### src/rtl/psr_pkg.sv
package psr_pkg;

  typedef struct packed {
    logic pp;
    logic fast;
  } cfg_t;

  // word positions per byte-clock period
  function automatic int byte_period(int byte_w, logic fast);
    return fast ? 2 * byte_w : byte_w;
  endfunction

  // position of the falling byte-clock edge inside a period
  function automatic int half_pos(int byte_w, logic fast);
    return byte_period(byte_w, fast) / 2;
  endfunction

  function automatic logic bclk_level(int byte_w, logic fast, int pos);
    return (pos % byte_period(byte_w, fast)) < half_pos(byte_w, fast);
  endfunction

endpackage

### src/rtl/psr_counter.sv
module psr_counter
  import psr_pkg::*;
#(
  parameter int WORD_W = 20,
  parameter int CW     = $clog2(WORD_W)
) (
  input  logic          clk,
  input  logic          rst,
  input  logic          bit_en,
  input  logic          pp_in,
  input  logic          fast_in,
  output logic [CW-1:0] cnt,
  output logic          at_last,
  output cfg_t          cfg
);
  localparam logic [CW-1:0] LAST = CW'(WORD_W - 1);

  assign at_last = (cnt == LAST);

  always_ff @(posedge clk) begin
    if (rst) begin
      cnt <= '0;
      cfg <= '0;
    end else if (bit_en) begin
      if (at_last) begin
        cnt      <= '0;
        cfg.pp   <= pp_in;
        cfg.fast <= fast_in;
      end else begin
        cnt <= cnt + 1'b1;
      end
    end
  end
endmodule

### src/rtl/psr_capture.sv
module psr_capture #(
  parameter int BYTE_W = 10,
  parameter int NB     = 2
) (
  input  logic                 clk,
  input  logic                 rst,
  input  logic [NB*BYTE_W-1:0] din,
  input  logic [NB-1:0]        take,
  output logic [NB*BYTE_W-1:0] word
);
  logic [BYTE_W-1:0] lane_q [NB];

  for (genvar g = 0; g < NB; g++) begin : g_lane
    always_ff @(posedge clk) begin
      if (rst)          lane_q[g] <= '0;
      else if (take[g]) lane_q[g] <= din[g*BYTE_W +: BYTE_W];
    end
    assign word[g*BYTE_W +: BYTE_W] = lane_q[g];
  end
endmodule

### src/rtl/psr_shifter.sv
module psr_shifter #(
  parameter int WORD_W = 20
) (
  input  logic              clk,
  input  logic              rst,
  input  logic              bit_en,
  input  logic              load,
  input  logic [WORD_W-1:0] word,
  output logic              bit0,
  output logic              bit1
);
  logic [WORD_W-1:0] sh;

  always_ff @(posedge clk) begin
    if (rst)         sh <= '0;
    else if (bit_en) sh <= load ? word : {1'b0, sh[WORD_W-1:1]};
  end

  assign bit0 = sh[0];
  assign bit1 = sh[1];
endmodule

### src/rtl/pair_serializer.sv
module pair_serializer
  import psr_pkg::*;
#(
  parameter int BYTE_W = 10
) (
  input  logic              clk,
  input  logic              rst,
  input  logic              bit_en,
  input  logic              pp_sel,
  input  logic              spd_sel,
  input  logic [2*BYTE_W-1:0] din,
  output logic              word_take,
  output logic              hi_take,
  output logic              byte_clk,
  output logic              sdo
);
  localparam int WORD_W = 2 * BYTE_W;
  localparam int CW     = $clog2(WORD_W);

  logic [CW-1:0]     cnt;
  logic              at_last;
  cfg_t              cfg;
  logic              cfg_pp;
  logic              cfg_fast;
  logic              load_ev;
  logic              hi_hit;
  logic [WORD_W-1:0] cap_word;
  logic              cap_lsb;
  logic              sh_bit0;
  logic              sh_bit1;

  psr_counter #(.WORD_W(WORD_W), .CW(CW)) u_cnt (
    .clk(clk), .rst(rst), .bit_en(bit_en),
    .pp_in(pp_sel), .fast_in(spd_sel),
    .cnt(cnt), .at_last(at_last), .cfg(cfg)
  );

  assign cfg_pp   = cfg.pp;
  assign cfg_fast = cfg.fast;
  assign load_ev  = bit_en & at_last;
  assign hi_hit   = (int'(cnt) == half_pos(BYTE_W, cfg_fast));

  assign word_take = bit_en & ~rst & (cnt == '0);
  assign hi_take   = cfg_pp ? (bit_en & ~rst & hi_hit) : word_take;
  assign byte_clk  = bclk_level(BYTE_W, cfg_fast, int'(cnt));

  psr_capture #(.BYTE_W(BYTE_W), .NB(2)) u_cap (
    .clk(clk), .rst(rst), .din(din),
    .take({hi_take, word_take}), .word(cap_word)
  );

  assign cap_lsb = cap_word[0];

  psr_shifter #(.WORD_W(WORD_W)) u_sh (
    .clk(clk), .rst(rst), .bit_en(bit_en), .load(at_last),
    .word(cap_word), .bit0(sh_bit0), .bit1(sh_bit1)
  );

  assign sdo = rst ? 1'b0 : sh_bit0;
endmodule

### config.mk
export PLATFORM = sky130hd
export DESIGN_NAME = pair_serializer
export DESIGN_NICKNAME = d
export VERILOG_FILES = /design/src/rtl/psr_pkg.sv /design/src/rtl/psr_counter.sv /design/src/rtl/psr_capture.sv /design/src/rtl/psr_shifter.sv /design/src/rtl/pair_serializer.sv
export SDC_FILE = /design/constraint.sdc
export NUM_CORES = 1
export LEC_CHECK = 0
export ABC_AREA = 0
export BUFFER_PORTS_ARGS = -buffer_cell sky130_fd_sc_hd__buf_2
export CORE_MARGIN = 10
export CORE_UTILIZATION = 40
export CTS_CLUSTER_DIAMETER = 80
export CTS_CLUSTER_SIZE = 28
export DETAILED_ROUTE_END_ITERATION = 16
export SYNTH_ARGS = -nofsm -noshare
export SYNTH_HDL_FRONTEND = slang
export SYNTH_SLANG_ARGS = --single-unit
### constraint.sdc
create_clock -name clk -period 16 [get_ports clk]
set_input_delay 2.4 -clock clk [delete_from_list [all_inputs] [get_ports clk]]
set_output_delay 2.4 -clock clk [all_outputs]
set_load 0.05 [all_outputs]
==> impl_metrics.tcl, run 1 <==
set metrics [dict create \
    syn_area_sq_mm 0.002898 \
    start_util_pct 41.96 \
    drive_gt1_share_pct 13.31 \
    drc_errors 0 \
    viasPerCell 5.212 \
    grt_overflow 0 \
    die_w_microns 105.1 \
    grt_pass1_wl_microns 10320 \
    ant_nets 0 \
    crit_path_end "byte_clk" \
    hold_viol 0 \
    clock_latency_ns 0.29 \
    synth-edff-count 20 \
    yosys_warnings 0 \
    p_int_uw 188.9 \
    drv_cap 0 \
    core_sq_mm 0.006907 \
    synthCells 314 \
    ys_seq_area_share_pct 39.38 \
    ctsResizeCount 0 \
    antenna_found_initial 0 \
    clockPowerShare_pct 35.3 \
    p_per_area_mw_per_mm2 75.76 \
    row_count 30 \
    post_drt_wl_per_cell_microns 13.59 \
    seq_power_share_pct 55.6 \
    synth-compound-area-share_pct 16.41 \
    fmax_mhz 107.4 \
    clock_sinks 47 \
    criticalPathCategory "flip-flop to output pin" \
    worst_pin_slew_ns 0.8279 \
    ir_drop_uv 59.28 \
    hold_buffers 0 \
    p_sw_share_pct 22.82 \
    cp_slowest_cell "dfxtp_1" \
    r2r_cells 7 \
    hp-class "flip-flop to flip-flop" \
    critPathBufInv 2 \
    critPathTopFamily "compound AO/OA/AOI/OAI gates" \
    worstReg2RegEnd "u_cap.lane_q[1][2]" \
    routed_wl_microns 5898 \
    finalPower_uw 244.7 \
    slew_viol_final 0 \
    worstSetupStartpointType "flip-flop" \
    reg2reg_from "u_cnt.cfg[0]" \
    dr.pass1.iters 4 \
    setup-tns-final_ns 0 \
    crit_path_end_kind "output pin" \
    die_h_microns 105.1 \
    dr_total_vias 2262 \
    fin_area_sq_mm 0.003231 \
    relSlewSlack_pct 44.80 \
    dr.first_iter.drc_count 78 \
    place.detailed.hpwl_microns 4381 \
    status "finished, final reports clean" \
    synth-xor-area-share_pct 1.813 \
    cp-startpoint "u_cnt.cfg[0]" \
    synth_simple_gate_area_share_pct 20.60 \
    period_needed_ns 9.315 \
    reg2reg_slack_ns 13.23 \
    setup_slack_ns 6.685 \
    area_growth_pct 11.49 \
    power.switching_uw 55.85 \
    grt_max_degree 50 \
    num_antenna_cells 0 \
    cp_max_fo 14 \
    die-area_sq_mm 0.01105 \
    fin_crit_sh_pct 58.22 \
    cts_inserted_buffers 5 \
    async_flop_share_pct 0 \
    hold_slack_ns 0.4759 \
    ys_ff_latch 47 \
    rsz0062_at_grt "false" \
    root_buffer "clkbuf_8" \
    yosysUniqueCellTypes 47 \
    track_usage_pct 10.73 \
    htree_levels 2 \
    grt_pass1_vias 2252 \
    fin_skew_ns 0.003338 \
    clockBufferDepth 2 \
    cts_tree "yes" \
    cts_setup_buffers 0 \
    setup_viol_count_final 0 \
    p_leak_uw 0.001255 \
    critPathMaxStageDelay_ns 0.65 \
    power_frac_comb_pct 9.1 \
    required_ns 13.60 \
    post-place-ws_ns 7.084 \
    placed_area_sq_mm 0.003119 \
    syn_nets 363 \
    cp.depth 28 \
    synth_mux_area_share_pct 7.254 \
    io_buffers 28 \
    crit_arrival_ns 6.92 \
    synth_top_family_by_area "simple AND/OR/NAND/NOR gates" \
    io_pins 29 \
    synth_flop_cell "dfxtp_1" \
    clk_pin_slew_ns 0.09 \
    syn_area_per_cell_sq_um 9.229 \
    hold_depth 2 \
    place.gp.congestion 0.8534 \
    yosys.area_share.adder_pct 10.36 \
    nets 386 \
    final_cell_mix "nor2_1 (39), buf_2 (28), dfxtp_1 (27)" \
    final_common_cell "nor2_1" \
]
-- cells in the mapped netlist, types with 7 or more instances --
cell type  instances  area, sq um
nor2_1            39        146.4
edfxtp_1          20        600.6
a21oi_1           12        60.06
ha_1              24        300.3
a211oi_1          20        150.1
nand2_1           12        45.04
mux2i_1           21        210.2
clkbuf_1          13        48.80
o21ai_0           13        65.06
and2_1            22        137.6
inv_1             17        63.81
dfxtp_1           27        540.5
nor2b_1            7        43.79
-- tightest hold or removal path: stages, from the launching register on --
cell	delay (ns)
dfxtp_1	0.33
nand2_1	0.05
a21oi_1	0.05
-- state kept, by name, indices dropped and copies added (netlist names) --
signal,count
u_cnt.cnt,5
u_cap.lane_q,20
u_cnt.cfg,2
u_sh.sh,20
-- power groups by stage --
stage,combinational (uW),clock [uW],sequential (uW)
after global routing,25.6,95.3,137
after detailed placement,22.6,0,139
after CTS,22.7,89.3,136
after global placement,22.3,0,139
after floorplan,16.1,0,138
final,22.3,86.3,136
-- worst min-delay path by stage --
stage,from,to
2_1_floorplan,u_sh.sh[19],u_sh.sh[19]
3_3_place_gp,u_sh.sh[19],u_sh.sh[19]
3_5_place_dp,u_cnt.cfg[1],u_cnt.cfg[1]
4_1_cts,u_cnt.cfg[1],u_cnt.cfg[1]
5_1_grt,u_cnt.cfg[1],u_cnt.cfg[1]
6_report,u_cnt.cfg[1],u_cnt.cfg[1]
-- routing by layer --
layer,up-vias,track usage [%],part of all wire (%)
met5,-,0,0
met4,0,1.667,0.20
met3,2,2.518,3.3
met2,28,17.08,46
met1,1050,14.58,51
li1,1182,-,-
-- cell families after synthesis --
kind of cell	count (synthesis)
flops	47
compound gates	69
buf+inv	32
simple gates	115
xor+xnor	6
fa+ha+maj	24
mux	21
-- through the flow --
| step | util (%) | instances |
|---|---|---|
| 3_5_place_dp | 45.16 | 426 |
| 5_1_grt | 46.78 | 434 |
| 2_1_floorplan | - | 314 |
| 3_3_place_gp | 45.16 | 426 |
| 6_report | 46.78 | 434 |
| 4_1_cts | 46.78 | 434 |
-- final cells by class --
type	count	area (sq um)
sequential	47	1141
clock inverter	3	42.54
tap	96	120.1
clock buffer	5	68.82
inverter	18	67.56
timing repair buffer	30	155.1
fill	701	3676
multi-input combinational	235	1635
Power figures use the tool's default switching activity.
==> run 2, diff against run 1 <==
- clock period: 16 -> 9.2 ns (I/O delays scaled with it)
==> run 2 against run 1 <==
  * Combinational power grew 75%
  * Clock power grew 40%
  * Clock-buffer cell count is 1 higher
  * Worst hold slack gained 0.0046 ns
  * First-iteration DRC count is 14% higher
  * Critical path type unchanged
==> impl_metrics.tcl, run 2 (synthesized netlist as in run 1, its figures left out) <==
set metrics [dict create \
    status "finished, final reports clean" \
    num_antenna_cells 0 \
    io_buffers 28 \
    clk_pin_slew_ns 0.09 \
    dr.pass1.iters 4 \
    io_pins 29 \
    grt_pass1_wl_microns 10500 \
    critPathTopFamily "compound AO/OA/AOI/OAI gates" \
    dpl.cell_count 426 \
    post-place-ws_ns 1.292 \
    start_util_pct 41.96 \
    crit_path_end_kind "output pin" \
    place.detailed.hpwl_microns 4396 \
    routed-wl-met2_microns 2737 \
    critPathBufInv 2 \
    final_cell_mix "nor2_1 (39), buf_2 (28), dfxtp_1 (27)" \
    p_leak_uw 0.001244 \
    slew_viol_final 0 \
    area_growth_pct 10.62 \
    antenna_found_initial 0 \
    ant_nets 0 \
    clockPowerShare_pct 30.6 \
    die_h_microns 105.1 \
    p_int_uw 301.2 \
    power.switching_uw 96.23 \
    viasPerCell 5.187 \
    clock_sinks 47 \
    ir_drop_uv 111.8 \
    power_frac_comb_pct 9.8 \
    fin_skew_ns 0.007730 \
    criticalPathCategory "flip-flop to output pin" \
    nets 386 \
    fmax_mhz 120.6 \
    ctsResizeCount 0 \
    seq_power_share_pct 59.6 \
    highest_layer "met4" \
    grt_max_degree 50 \
    grt_overflow 0 \
    drv_cap 0 \
    hold_slack_ns 0.4805 \
    nFillCells 691 \
    cts_inserted_buffers 5 \
    required_ns 7.82 \
    fin_crit_sh_pct 90.14 \
    drive_gt1_share_pct 13.31 \
    crit_arrival_ns 6.91 \
    setup-tns-final_ns 0 \
    dr_total_vias 2251 \
    row_count 30 \
    p_sw_share_pct 24.21 \
    cp_max_fo 14 \
    root_buffer "clkbuf_8" \
    hp-class "flip-flop to flip-flop" \
    hold_buffers 0 \
    hold_viol 0 \
    final_common_cell "nor2_1" \
    die-area_sq_mm 0.01105 \
    worstSetupStartpointType "flip-flop" \
    p_per_area_mw_per_mm2 124.0 \
    wl_met3_microns 167 \
    grt_pass1_vias 2268 \
    wirelength_met1_microns 3025 \
    post_drt_wl_per_cell_microns 13.69 \
    track_usage_pct 10.88 \
    largestRegisters "u_cap.lane_q (20), u_sh.sh (20), u_cnt.cnt (5)" \
    place.gp.congestion 0.8536 \
    cts_setup_buffers 0 \
    die_w_microns 105.1 \
    period_needed_ns 8.293 \
    critPathMaxStageDelay_ns 0.66 \
    relSlewSlack_pct 43.99 \
    rsz0062_at_grt "false" \
    routed_wl_microns 5943 \
    htree_levels 2 \
    dr.first_iter.drc_count 89 \
    setup_slack_ns 0.9068 \
    setup_viol_count_final 0 \
    core_sq_mm 0.006907 \
    clock_latency_ns 0.29 \
    stdcell_count 434 \
    drc_errors 0 \
    worst_pin_slew_ns 0.8402 \
    cp_slowest_cell "dfxtp_1" \
    cts_tree "yes" \
    clockBufferDepth 2 \
]
[run 2: cell types whose count changed in the layout (fill, tap and decap cells not counted), sizes merged]
cell	previous run	this run
inv	19	18
clkbuf	5	6
bufinv	1	0
clkinv	1	2
[run 2: routing by layer]
layer / track usage [%] / vias to the layer above
met2: 17.70 / 36
met4: 1.471 / 0
met1: 14.70 / 1035
li1: - / 1178
met3: 2.334 / 2
met5: 0 / -
[run 2: cell type report]
class | instances | area [sq um] | area share (%)
sequential | 47 | 1141 | 35.60
timing repair buffer | 30 | 155.1 | 4.840
clock inverter | 2 | 13.76 | 0.4294
clock buffer | 6 | 72.57 | 2.264
tap | 96 | 120.1 | 3.747
inverter | 18 | 67.56 | 2.108
multi-input combinational | 235 | 1635 | 51.01
[run 2: worst paths after layout]
path / from / endpoint / slack [ns] / depth (start not counted)
worst max-delay path: u_cnt.cfg[0] / byte_clk / 0.91 / 28
worst min-delay path: u_sh.sh[19] / u_sh.sh[19] / 0.48 / 2
worst max register to register: u_cnt.cfg[0] / u_cap.lane_q[1][0] / 6.40 / 7
worst min register to register: u_sh.sh[19] / u_sh.sh[19] / 0.48 / 2
[run 2: power by group through the flow]
stage	logic [uW]	clock network, uW	registers (uW)
floorplan	28.1	0	240
global placement	38.8	0	242
detailed placement	39.4	0	242
CTS	39.6	125	237
global route	44.8	135	238
finish	39.1	121	237
[run 2: tightest hold or removal path, stage by stage, from the launching register on]
cell and delay, ns:
dfxtp_1 0.32, nand2b_1 0.06, a21oi_1 0.05
[run 2: through the flow]
step	instance area (sq um)	utilization, %	total power, uW
floorplan	2898	-	267.9
detailed placement	3119	45.16	281.0
CTS	3206	46.41	401.6
finish	3206	46.41	397.4
global placement	3119	45.16	280.3
global route	3206	46.41	418.3
==> run 3, diff against run 2 <==
- PLACE_DENSITY: default -> 0.55
- clock period: 9.2 -> 8.85 ns (I/O delays scaled with it)
==> run 3 against run 2 <==
  * First-iteration DRC count increased by 26%
  * Non-clock buffer count unchanged
  * Final area increased by 0.94%
  * Clock skew increased by 0.0015 ns
  * Clock power increased by 32%
  * Power increased by 12%
  * Final cell count unchanged
  * Worst hold slack got worse by 0.0016 ns
  * Die area unchanged
  * Critical path depth unchanged
  * Largest cell class unchanged
==> impl_metrics.tcl, run 3 (synthesized netlist as in run 1, its figures left out) <==
set metrics [dict create \
    p_leak_uw 0.001254 \
    clock_latency_ns 0.30 \
    setup_slack_ns 0.6931 \
    slew_viol_final 0 \
    required_ns 7.52 \
    fin_crit_sh_pct 92.17 \
    grt_busiest_layer "met2" \
    ant_nets 0 \
    start_util_pct 41.96 \
    post_drt_wl_per_cell_microns 14.40 \
    critPathTopFamily "compound AO/OA/AOI/OAI gates" \
    hold_buffers 0 \
    htree_levels 2 \
    fin_skew_ns 0.009220 \
    use_met1_pct 14.10 \
    track_usage_pct 10.76 \
    place.gp.congestion 0.8267 \
    hold_viol 0 \
    grt_max_degree 50 \
    criticalPathCategory "flip-flop to output pin" \
    cp_max_fo 14 \
    clock_sinks 47 \
    cts_tree "yes" \
    die_w_microns 105.1 \
    status "finished, final reports clean" \
    die_h_microns 105.1 \
    io_pins 29 \
    nets 386 \
    largestRegisters "u_cap.lane_q (20), u_sh.sh (20), u_cnt.cnt (5)" \
    cts_inserted_buffers 5 \
    ctsResizeCount 0 \
    root_buffer "clkbuf_8" \
    final_common_cell "nor2_1" \
    antenna_found_initial 0 \
    hp-class "flip-flop to flip-flop" \
    grtUsageMet3_pct 3.194 \
    ir_drop_uv 75.43 \
    num_antenna_cells 0 \
    row_count 30 \
    crit_path_end_kind "output pin" \
    area_growth_pct 11.66 \
    core_sq_mm 0.006907 \
    place.detailed.hpwl_microns 4395 \
    p_per_area_mw_per_mm2 138.1 \
    grt_pass1_wl_microns 10110 \
    routed_wl_microns 6248 \
    use_met2_pct 16.59 \
    grt_overflow 0 \
    io_buffers 28 \
    dr.first_iter.drc_count 112 \
    cp_slowest_cell "dfxtp_2" \
    worst_pin_slew_ns 0.8476 \
    dr.pass1.iters 4 \
    clk_pin_slew_ns 0.09 \
    final_cell_mix "nor2_1 (39), buf_2 (28), dfxtp_1 (26)" \
    grt_pass1_vias 2146 \
    drv_cap 0 \
    period_needed_ns 8.157 \
    fmax_mhz 122.6 \
    drc_errors 0 \
    die-area_sq_mm 0.01105 \
    critPathBufInv 2 \
    crit_arrival_ns 6.83 \
    relSlewSlack_pct 42.97 \
    critPathMaxStageDelay_ns 0.51 \
    post-place-ws_ns 0.9194 \
    rsz0062_at_grt "false" \
    cts_setup_buffers 0 \
    dr_total_vias 2242 \
    reg2reg_slack_ns 6.26 \
    setup_viol_count_final 0 \
    viasPerCell 5.166 \
    drive_gt1_share_pct 13.91 \
    worstSetupStartpointType "flip-flop" \
    setup-tns-final_ns 0 \
    clockBufferDepth 2 \
]
[run 3: changes by cell type in the layout (fill, tap and decap cells not counted), sizes merged]
cell      change
clkinv        -2
bufinv        +1
clkbuf        -1
clkinvlp      +1
inv           +1
[run 3: power by group]
group          internal [uW]  leakage [uW]  switching, uW
clock                   85.1     0.0000548           75.4
sequential               240      0.000433           5.87
combinational           16.9      0.000766           23.3
total                    342       0.00125            105
[run 3: final cells by class]
class	count	area, sq um
clock buffers	5	68.82
clock inverters	3	46.29
fillers	692	3671
inverters	18	67.56
multi-input cells	235	1635
flip-flops and latches	47	1142
well taps	96	120.1
repair buffers	30	155.1
[run 3: metrics by stage]
step	area, sq um	hold slack, ns	total power, uW	cells	util (%)
CTS	3234	0.4835	454.0	434	46.83
finish	3236	0.4789	446.9	434	46.85
global route	3236	0.5074	468.4	434	46.85
global placement	3119	0.4624	291.6	426	45.16
floorplan	2898	0.4456	278.5	314	-
detailed placement	3119	0.4690	292.4	426	45.16
[run 3: worst paths after layout]
path              cells past startpoint    startpoint                 end
setup / recovery                     28  u_cnt.cfg[0]            byte_clk
setup reg to reg                      7  u_cnt.cfg[0]  u_cap.lane_q[1][7]
hold / removal                        2  u_cnt.cfg[1]        u_cnt.cfg[1]
hold reg to reg                       2  u_cnt.cfg[1]        u_cnt.cfg[1]
[run 3: worst register-to-register path, delay by kind of cell (launching register included)]
family	cells	cell delay, ns
simple gates	3	0.79
compound gates	1	0.09
flops	1	0.51
buf+inv	2	0.48
fa+ha+maj	1	0.41
[run 3: layer usage]
metal,up-vias,share of wire (%)
li1,1181,-
met1,1015,50
met4,0,0.77
met2,42,45
met3,4,4.3
met5,-,0
